$ cat src/rtl/conv_pkg.sv
package conv_pkg;

    localparam int DATA_W = 32;
    localparam int FRAC_W = 30;
    localparam int PROD_W = 2 * DATA_W;
    localparam int TAPS   = 4;

    typedef logic signed [DATA_W-1:0] word_t;
    typedef logic signed [PROD_W-1:0] prod_t;

    typedef enum logic [1:0] {
        ST_FIRST_ROW = 2'd0,
        ST_ROW_HEAD  = 2'd1,
        ST_BODY      = 2'd2
    } pos_state_t;

    localparam word_t WORD_MAX = {1'b0, {(DATA_W-1){1'b1}}};
    localparam word_t WORD_MIN = {1'b1, {(DATA_W-1){1'b0}}};

    // rescale a full product to the word format, clipping at the limits
    function automatic word_t sat_prod(input prod_t p);
        prod_t s;
        s = p >>> FRAC_W;
        if (s > prod_t'(WORD_MAX)) return WORD_MAX;
        if (s < prod_t'(WORD_MIN)) return WORD_MIN;
        return word_t'(s[DATA_W-1:0]);
    endfunction

    // two-input add that clips instead of wrapping
    function automatic word_t sat_add(input word_t a, input word_t b);
        logic signed [DATA_W:0] s;
        s = {a[DATA_W-1], a} + {b[DATA_W-1], b};
        if (s[DATA_W] != s[DATA_W-1]) return s[DATA_W] ? WORD_MIN : WORD_MAX;
        return word_t'(s[DATA_W-1:0]);
    endfunction

endpackage

$ cat src/rtl/conv_window.sv
module conv_window
    import conv_pkg::*;
#(
    parameter int IMG_W = 28,
    parameter int IMG_H = 28
) (
    input  logic               clk,
    input  logic               rst,
    input  logic               valid_in,
    input  word_t              pixel_in,
    output logic               win_valid,
    output word_t [TAPS-1:0]   win_taps
);

    localparam int CW = $clog2(IMG_W);
    localparam int RW = $clog2(IMG_H);
    localparam logic [CW-1:0] COL_LAST = CW'(IMG_W - 1);
    localparam logic [RW-1:0] ROW_LAST = RW'(IMG_H - 1);

    pos_state_t     state_q, state_d;
    logic [CW-1:0]  col_q;
    logic [RW-1:0]  row_q;
    word_t          line_q [IMG_W];
    word_t          diag_q;
    word_t          left_q;
    word_t          above;
    logic           row_end;
    logic           img_end;
    logic           win_ok;

    assign above   = line_q[col_q];
    assign row_end = (col_q == COL_LAST);
    assign img_end = row_end && (row_q == ROW_LAST);

    // next position state
    always_comb begin
        state_d = state_q;
        if (valid_in) begin
            unique case (state_q)
                ST_FIRST_ROW: if (row_end) state_d = ST_ROW_HEAD;            // T_ROW0_DONE
                ST_ROW_HEAD:  state_d = ST_BODY;                             // T_HEAD_TO_BODY
                ST_BODY:      if (row_end) state_d = img_end ? ST_FIRST_ROW  // T_IMAGE_DONE
                                                             : ST_ROW_HEAD;  // T_NEXT_ROW
                default:      state_d = ST_FIRST_ROW;
            endcase
        end
    end

    // state register
    always_ff @(posedge clk) begin
        if (rst) state_q <= ST_FIRST_ROW;
        else     state_q <= state_d;
    end

    // output decode
    always_comb begin
        unique case (state_q)
            ST_BODY: win_ok = 1'b1;
            default: win_ok = 1'b0;
        endcase
    end

    // counters, line storage and window registers
    always_ff @(posedge clk) begin
        if (rst) begin
            col_q     <= '0;
            row_q     <= '0;
            diag_q    <= '0;
            left_q    <= '0;
            win_valid <= 1'b0;
            win_taps  <= '0;
            for (int i = 0; i < IMG_W; i++) line_q[i] <= '0;
        end else begin
            win_valid <= valid_in && win_ok;
            if (valid_in) begin
                win_taps[0]   <= diag_q;
                win_taps[1]   <= above;
                win_taps[2]   <= left_q;
                win_taps[3]   <= pixel_in;
                diag_q        <= above;
                left_q        <= pixel_in;
                line_q[col_q] <= pixel_in;
                if (row_end) begin
                    col_q <= '0;
                    row_q <= (row_q == ROW_LAST) ? '0 : row_q + 1'b1;
                end else begin
                    col_q <= col_q + 1'b1;
                end
            end
        end
    end


    idle_hold_chk: assert property (@(posedge clk) disable iff (rst)
        !valid_in |=> ($stable(col_q) && $stable(row_q) && $stable(state_q) && !win_valid));


    edge_skip_chk: assert property (@(posedge clk) disable iff (rst)
        (row_q == '0 || col_q == '0) |=> !win_valid);


    pos_range_chk: assert property (@(posedge clk) disable iff (rst)
        (col_q <= COL_LAST) && (row_q <= ROW_LAST));


    wrap_chk: assert property (@(posedge clk) disable iff (rst)
        (valid_in && img_end) |=> (col_q == '0 && row_q == '0 && state_q == ST_FIRST_ROW));

endmodule

$ cat src/rtl/conv_mul.sv
module conv_mul
    import conv_pkg::*;
#(
    parameter word_t [TAPS-1:0] COEF = '0
) (
    input  logic             clk,
    input  logic             rst,
    input  logic             in_valid,
    input  word_t [TAPS-1:0] taps_i,
    output logic             out_valid,
    output word_t [TAPS-1:0] scaled_o
);

    logic  prod_vld_q;
    prod_t prod_q [TAPS];

    always_ff @(posedge clk) begin
        if (rst) begin
            prod_vld_q <= 1'b0;
            out_valid  <= 1'b0;
        end else begin
            prod_vld_q <= in_valid;
            out_valid  <= prod_vld_q;
        end
    end

    for (genvar g = 0; g < TAPS; g++) begin : g_tap
        always_ff @(posedge clk) begin
            if (rst) begin
                prod_q[g]   <= '0;
                scaled_o[g] <= '0;
            end else begin
                prod_q[g]   <= prod_t'($signed(taps_i[g])) * prod_t'($signed(COEF[g]));
                scaled_o[g] <= sat_prod(prod_q[g]);
            end
        end


        neg_keep_chk: assert property (@(posedge clk) disable iff (rst)
            (prod_vld_q && prod_q[g][PROD_W-1]) |=> scaled_o[g][DATA_W-1]);


        pos_keep_chk: assert property (@(posedge clk) disable iff (rst)
            (prod_vld_q && !prod_q[g][PROD_W-1]) |=> !scaled_o[g][DATA_W-1]);
    end

endmodule

$ cat src/rtl/conv_sum.sv
module conv_sum
    import conv_pkg::*;
#(
    parameter word_t BIAS = '0
) (
    input  logic             clk,
    input  logic             rst,
    input  logic             in_valid,
    input  word_t [TAPS-1:0] terms_i,
    output logic             out_valid,
    output word_t            result_o
);

    localparam int PAIRS = TAPS / 2;

    logic  pair_vld_q;
    logic  tot_vld_q;
    word_t pair_q [PAIRS];
    word_t tot_q;

    for (genvar g = 0; g < PAIRS; g++) begin : g_pair
        always_ff @(posedge clk) begin
            if (rst) pair_q[g] <= '0;
            else     pair_q[g] <= sat_add(terms_i[2*g], terms_i[2*g+1]);
        end
    end

    always_ff @(posedge clk) begin
        if (rst) begin
            pair_vld_q <= 1'b0;
            tot_vld_q  <= 1'b0;
            out_valid  <= 1'b0;
            tot_q      <= '0;
            result_o   <= '0;
        end else begin
            pair_vld_q <= in_valid;
            tot_vld_q  <= pair_vld_q;
            out_valid  <= tot_vld_q;
            tot_q      <= sat_add(pair_q[0], pair_q[1]);
            result_o   <= sat_add(tot_q, BIAS);
        end
    end


    no_wrap_pos_chk: assert property (@(posedge clk) disable iff (rst)
        (pair_vld_q && !pair_q[0][DATA_W-1] && !pair_q[1][DATA_W-1]) |=> !tot_q[DATA_W-1]);


    no_wrap_neg_chk: assert property (@(posedge clk) disable iff (rst)
        (pair_vld_q && pair_q[0][DATA_W-1] && pair_q[1][DATA_W-1]) |=> tot_q[DATA_W-1]);

endmodule

$ cat src/rtl/conv2x2_stream.sv
module conv2x2_stream
    import conv_pkg::*;
#(
    parameter int    IMG_W = 28,
    parameter int    IMG_H = 28,
    parameter word_t W_TL  = 32'sh3000_0000,
    parameter word_t W_TR  = 32'shE000_0000,
    parameter word_t W_BL  = 32'sh6000_0000,
    parameter word_t W_BR  = 32'shB000_0000,
    parameter word_t BIAS  = 32'sh0800_0000
) (
    input  logic              clk,
    input  logic              rst,
    input  logic              valid_in,
    input  logic [DATA_W-1:0] pixel_in,
    output logic              valid_out,
    output logic [DATA_W-1:0] pixel_out
);

    localparam word_t [TAPS-1:0] COEF = {W_BR, W_BL, W_TR, W_TL};
    localparam int LATENCY = 6;

    logic             win_vld;
    word_t [TAPS-1:0] win_taps;
    logic             mul_vld;
    word_t [TAPS-1:0] scaled;
    word_t            result;

    conv_window #(.IMG_W(IMG_W), .IMG_H(IMG_H)) u_window (
        .clk      (clk),
        .rst      (rst),
        .valid_in (valid_in),
        .pixel_in (word_t'(pixel_in)),
        .win_valid(win_vld),
        .win_taps (win_taps)
    );

    conv_mul #(.COEF(COEF)) u_mul (
        .clk      (clk),
        .rst      (rst),
        .in_valid (win_vld),
        .taps_i   (win_taps),
        .out_valid(mul_vld),
        .scaled_o (scaled)
    );

    conv_sum #(.BIAS(BIAS)) u_sum (
        .clk      (clk),
        .rst      (rst),
        .in_valid (mul_vld),
        .terms_i  (scaled),
        .out_valid(valid_out),
        .result_o (result)
    );

    assign pixel_out = result;

    // cycles since reset, saturating, used only to bound the look-back below
    logic [2:0] since_q;
    always_ff @(posedge clk) begin
        if (rst)                          since_q <= '0;
        else if (since_q != 3'(LATENCY))  since_q <= since_q + 1'b1;
    end


    latency_chk: assert property (@(posedge clk) disable iff (rst)
        valid_out |-> (since_q == 3'(LATENCY) && $past(valid_in, 6)));


    reset_clear_chk: assert property (@(posedge clk)
        $past(rst) |-> !valid_out);

endmodule

$ cat config.mk
export PLATFORM = sky130hd
export DESIGN_NAME = conv2x2_stream
export DESIGN_NICKNAME = d
export VERILOG_FILES = /design/src/rtl/conv_pkg.sv /design/src/rtl/conv_window.sv /design/src/rtl/conv_mul.sv /design/src/rtl/conv_sum.sv /design/src/rtl/conv2x2_stream.sv
export SDC_FILE = /design/constraint.sdc
export NUM_CORES = 2
export LEC_CHECK = 0
export BUFFER_PORTS_ARGS = -buffer_cell sky130_fd_sc_hd__buf_4
export CORE_MARGIN = 4
export CORE_UTILIZATION = 57
export CTS_BUF_LIST = sky130_fd_sc_hd__clkbuf_16
export CTS_CLUSTER_SIZE = 10
export DETAILED_ROUTE_END_ITERATION = 16
export GPL_TIMING_DRIVEN = 0
export MAX_ROUTING_LAYER = met4
export PLACE_DENSITY = 0.72
export RECOVER_POWER = 50
export SYNTH_ARGS = -nofsm -noshare
export SYNTH_HDL_FRONTEND = slang
export SYNTH_SLANG_ARGS = --single-unit
$ cat constraint.sdc
create_clock -name clk -period 4.4 [get_ports clk]
set_input_delay 0.44 -clock clk [delete_from_list [all_inputs] [get_ports clk]]
set_output_delay 0.44 -clock clk [all_outputs]
set_load 0.01 [all_outputs]
# Yosys cells after proc, flatten, opt, wreduce, memory -nomap -nowiden
# Memory sizes are Yosys's and may differ from the RTL's. A register that Yosys moved wholly into a read port is not among the register bits.
# Cells that the tools add are included.
dict set report totals {
  regBits 306
  n_memories 3
  ram_bits 1104
  output_inout_bits 33
}
# memory words width rd rd_ports_with_merged_regs write_ports line_no
set memory_table {}
lappend memory_table {u_window.line_q 28 32 1 1 28 conv_window.sv:23} ;# word_t line_q [IMG_W];
lappend memory_table {u_mul.prod_q 4 36 4 0 4 conv_mul.sv:15} ;# prod_t prod_q [TAPS];
lappend memory_table {u_sum.pair_q 2 32 2 0 2 conv_sum.sv:18} ;# word_t pair_q [PAIRS];
dict set report op_classes {
  n_addsub 7
  muxes 80
  eq_ne 10
  mul 3
  reduce_logical 6
  n_lt_le_gt_ge 8
  bitwise 6
}
# operator n
set op_table {}
lappend op_table {{2-to-1 mux 32 bit} 33}
lappend op_table {{2-to-1 mux 36 bit} 4}
lappend op_table {{greater-than comparator 34 x 32 -> 1 bit, second input constant} 4}
lappend op_table {{< comparator 34 x 32 -> 1 bit, second input constant} 4}
lappend op_table {{adder 32 x 32 -> 33 bit} 3}
lappend op_table {{multiplier 32 x 3 -> 35 bit, second input constant} 2}
lappend op_table {{2-to-1 mux 1 bit} 37}
lappend op_table {{multiplier 32 x 4 -> 36 bit, second input constant} 1}
lappend op_table {{negation 32 -> 35 bit} 1}
lappend op_table {{adder 32 x 29 -> 33 bit, second input constant} 1}
lappend op_table {{OR reduction 32 bit} 1}
lappend op_table {{2-to-1 mux 5 bit} 3}
lappend op_table {{adder 5 x 1 -> 5 bit, second input constant} 2}
lappend op_table {{equality test 5 bit, second input constant} 2}
lappend op_table {{bitwise OR 1 bit} 6}
lappend op_table {{one-hot mux 2 bit (3 select lines)} 1}
lappend op_table {{2-to-1 mux 2 bit} 2}
lappend op_table {{inequality test 1 bit} 4}
lappend op_table {{inequality test 2 x 1 -> 1 bit, second input constant} 2}
lappend op_table {{AND reduction 3 bit} 1}
lappend op_table {{equality test 2 x 1 -> 1 bit, second input constant} 1}
lappend op_table {{equality test 2 bit, second input constant} 1}
lappend op_table {{logical AND 1 bit} 2}
lappend op_table {{zero test 2 bit} 1}
lappend op_table {{AND reduction 2 bit} 1}

# Logic depth before layout (Yosys ltp)
# An unclocked memory read counts as a cell.
dict set report depth {
  depth_word 8
  mapped_depth 16
  ltp_nobuf 16
}

# By module
# Synthesis repeated with hierarchy kept, for this count alone.
dict set report hier_totals {
  cells_unflattened 6083
  hier_area_um2 75030.7
}
# module n_inst area_per_inst_um2 seq_area_each_um2 cells_per_inst
set by_module_without_submodules {}
lappend by_module_without_submodules {conv_window 1 51064.0 33572.2 3460}
lappend by_module_without_submodules {conv_mul 1 15137.0 5305.1 1602}
lappend by_module_without_submodules {conv_sum 1 8829.7 2622.5 1021}

# Worst setup path after synthesis
# OpenSTA, ideal clock, no wires.
dict set report synth_timing {
  path_kind {reg2reg}
  from {register u_window.col_q[0]}
  to {memory u_window.line_q[12][0] (netlist bit) (enable)}
  stages_incl_launch_ff 10
  n_path_buf 5
  setup_time_ns 0.466
  path_slack_ns -0.081
  t_arrival_ns 4.016
  cell_sequence {dfxtp_1 -> buf_2 -> buf_2 -> buf_2 -> clkbuf_1 -> inv_1 -> ha_1 -> nand2_1 -> clkbuf_1 -> o21ai_0}
}
# item line_no
set synth_lines {}
lappend synth_lines {{from (decl)} conv_window.sv:21} ;# logic [CW-1:0] col_q;
lappend synth_lines {{from (signal assigned)} conv_window.sv:87} ;# col_q <= col_q + 1'b1;
lappend synth_lines {{to (decl)} conv_window.sv:23}

==> impl_results.md <==
- Core area: 128000 sq um
- Fillcell total: 9605
- Final Hold Viols: 0
- Clk Latency, worst-skew pair: 0.83 ns
- # DRC: 0
- Nets@finish: 6438
- Ys Warns: 0
- Synthesized area: 73400 sq um
- Number of synthesized flops with an enable pin: 1024
- Status: complete, but fails checks
- Tightest Hold Check Type: in2reg
- Commonest non-fill, non-tap cells in the layout: edfxtp_1, and2_1, dfxtp_1
- Worst Path Max Fanout: 22
- Maximum buffer depth of the clock tree: 3
- Initial core utilization: 57.5%
- Worst VDD drop: 0.000432 V
- Clk slew on worst S/H paths: 0.06 ns
- Cell area power density: 425 nW/um^2
- CTS Buf Count: 177
- # rows: 131
- CP Cell Sequence: clkbuf_1 > nor2_1 > nand2_1 > o21ai_1 > clkbuf_2
- First-pass GRT wire length: 299 mm
- Non-Filler Instances: 7803
- Vias in the first global route: 47900
- Hold WS: 0.116 ns
- I/O Pins: 68
- Crit. End Element: register
- Startpoint Class: register
- Busiest grt layer: met2
- Vias/cell: 6.08
- ANT nets after route: 0
- Clock Sinks: 1561
- Worst path arrival time: 4.85 ns
- Slew headroom: -24.9%
- Synth Instances: 5739
- CP max stage cell: o21ai_1
- MaxCap Viol Count: 9
- FF+latch count, synth: 1561
- Total power: 34.8 mW
- Number of H-tree levels: 4
- Final period util: 100%
- RSZ-0062 raised after global routing: true
- Register area share after synthesis: 56.5%
- Worst Path Buf+Inv: 2
- Final setup viols: 22
- Final Skew: 0.0679 ns
- Failing checks: max-capacitance violations, max-slew violations, negative setup slack
- CTS tree: built
- Largest net degree at the start of global routing: 25
- CP Class: reg2reg
- Synthesized Nets: 6130
- Vias: 47400
- HPWL Detailed: 148 mm
- Worst path top cell family by delay: compound AO/OA/AOI/OAI gates
- Fin. max-slew vios: 95
- Total die area: 135000 sq um
- M1 GR Usage: 36.5%
- Slowest stage delay, CP: 1.35 ns
- Async set-reset flop share out of synthesis: 0%
- Fmax: 0.226 GHz
- DR pass1 iterations: 6
- Mean Syn Cell Area: 12.8 sq um
- Unique masters post-synth: 90
- WL final: 202 mm
- Routability cong.: 1.00
- Initial antenna violation count: 5
- Clock Root Buffer: clkbuf_16
- Total GRT Usage: 30.7%
- DR iter-0 viols: 4983
- Final core occ: 64.1%
- Fraction of layout cells with a size suffix above 1: 9.97%
- Met2 Use GR: 50.6%
- Buffers added on ports: 65
- Fin crit period: 4.42 ns
- Leakage: 32.5 nW
- Height of the chip: 367 microns
- Most common cell after layout, fill and taps aside: edfxtp_1
- Die width: 367 microns
- Global Route met3 Usage: 5.60%
- P&R area growth vs syn: 11.5%
- Grt ovf: 0
- Final setup margin: -0.0203 ns
- Drt wl/cell: 25.9 microns
- Placed insts: 7498
- Ys flop type: edfxtp_1
- CP required: 4.83 ns
- Worst-Margin Slew: 1.86 ns
==> final cells by class <==
class	count	area, sq um	area share [%]
Multi-Input combinational cell	3687	30200	36.9
Antenna cell	2	5.00	0.00611
Buffer	399	1550	1.89
Sequential cell	1561	41500	50.7
Inverter	90	338	0.413
Clock buffer	179	4480	5.47
Clock inverter	92	534	0.653
Tap cell	1662	2080	2.54
Timing Repair Buffer	131	1150	1.41
==> flip-flops by register name, indices dropped and copies added, names as in the netlist, 2 cells and up <==
register / cells
u_mul.prod_q: 135
u_mul.scaled_o: 128
u_sum.pair_q: 64
u_sum.result_o: 32
u_sum.tot_q: 32
u_window.col_q: 5
u_window.line_q: 1024
u_window.row_q: 5
u_window.state_q: 2
u_window.win_taps: 128
==> worst reg2reg max path, stage by stage (launching register included) <==
cell and delay (ns):
dfxtp_1 0.36, clkbuf_1 0.51, nor2_1 0.59, nand2_1 0.38, o21ai_1 1.35, clkbuf_2 0.81
==> kinds of logic (layout without fill, tap and decap cells) <==
logic type	after synthesis	in the layout	synth area share (%)
muxes	397	397	9.85
buffers and inverters	491	891	2.56
and+or+nand+nor	1747	1747	13.0
DFF	1561	1561	56.5
AOI/OAI and AO/OA	1014	1014	9.55
other	0	2	0
xor gates and xnor gates	173	173	2.06
adders and majority gates	356	356	6.43
==> per-stage QoR <==
step                      instance area (sq um)  worst slack [ns]  TNS (ns)
after CTS                                 82300            0.0206         0
after floorplan                           73400           -0.0814    -35.78
after detailed placement                  77000             -1.48   -924.44
after global routing                      81900          -0.00222  -0.00222
after global placement                    76000             -4.03  -2923.35
final                                     81900           -0.0203    -0.274
==> metal layers <==
| metal | part of all wire, % | wire length (microns) | up-vias |
|---|---|---|---|
| li1 | - | - | 21500 |
| met1 | 37 | 74300 | 23100 |
| met2 | 49 | 98300 | 2160 |
| met3 | 8.4 | 16900 | 575 |
| met4 | 6.1 | 12300 | 0 |
| met5 | 0 | 0 | - |
==> where the power goes <==
part	internal, mW	leakage, nW	switching [mW]
clock network	7.27	2.71	5.76
registers	16.5	14.8	0.411
logic	1.94	14.9	2.90
==> worst paths after layout <==
| kind | slack, ns | endpoint | cells after the start | from |
|---|---|---|---|---|
| min | 0.12 | u_window.col_q[2] | 4 | valid_in |
| max reg2reg | -0.02 | u_window.line_q[11][30] | 5 | u_window.col_q[4] |
| max | -0.02 | u_window.line_q[11][30] | 5 | u_window.col_q[4] |
| min reg2reg | 0.41 | u_mul.scaled_o[28] | 1 | u_mul.prod_q[0][30] |
==> synthesized netlist by cell type, types with 80 or more instances <==
cell type	n	share of area [%]
a21o_1	180	1.8
a21oi_1	210	1.4
and2_1	912	7.8
clkbuf_1	334	1.7
dfxtp_1	537	15
edfxtp_1	1024	42
ha_1	321	5.5
inv_1	89	0.46
mux2i_1	101	1.4
mux4_2	256	7.9
nand2_1	170	0.87
nor2_1	387	2.0
o21a_1	175	1.8
o21ai_0	98	0.67
xnor2_1	93	1.1
xor2_1	80	0.95
==> timing repair <==
| item | 4_1_cts | 5_1_grt |
|---|---|---|
| hold buffers | 32 | 0 |
| setup endpoints to repair | 1277 | 164 |
| pin swaps | 0 | 3 |
| resized for setup | 9 | 17 |
| buffers inserted | 0 | 2 |
| hold endpoints to repair | 128 | 0 |
No activity file was read; power rests on OpenSTA's default activity.
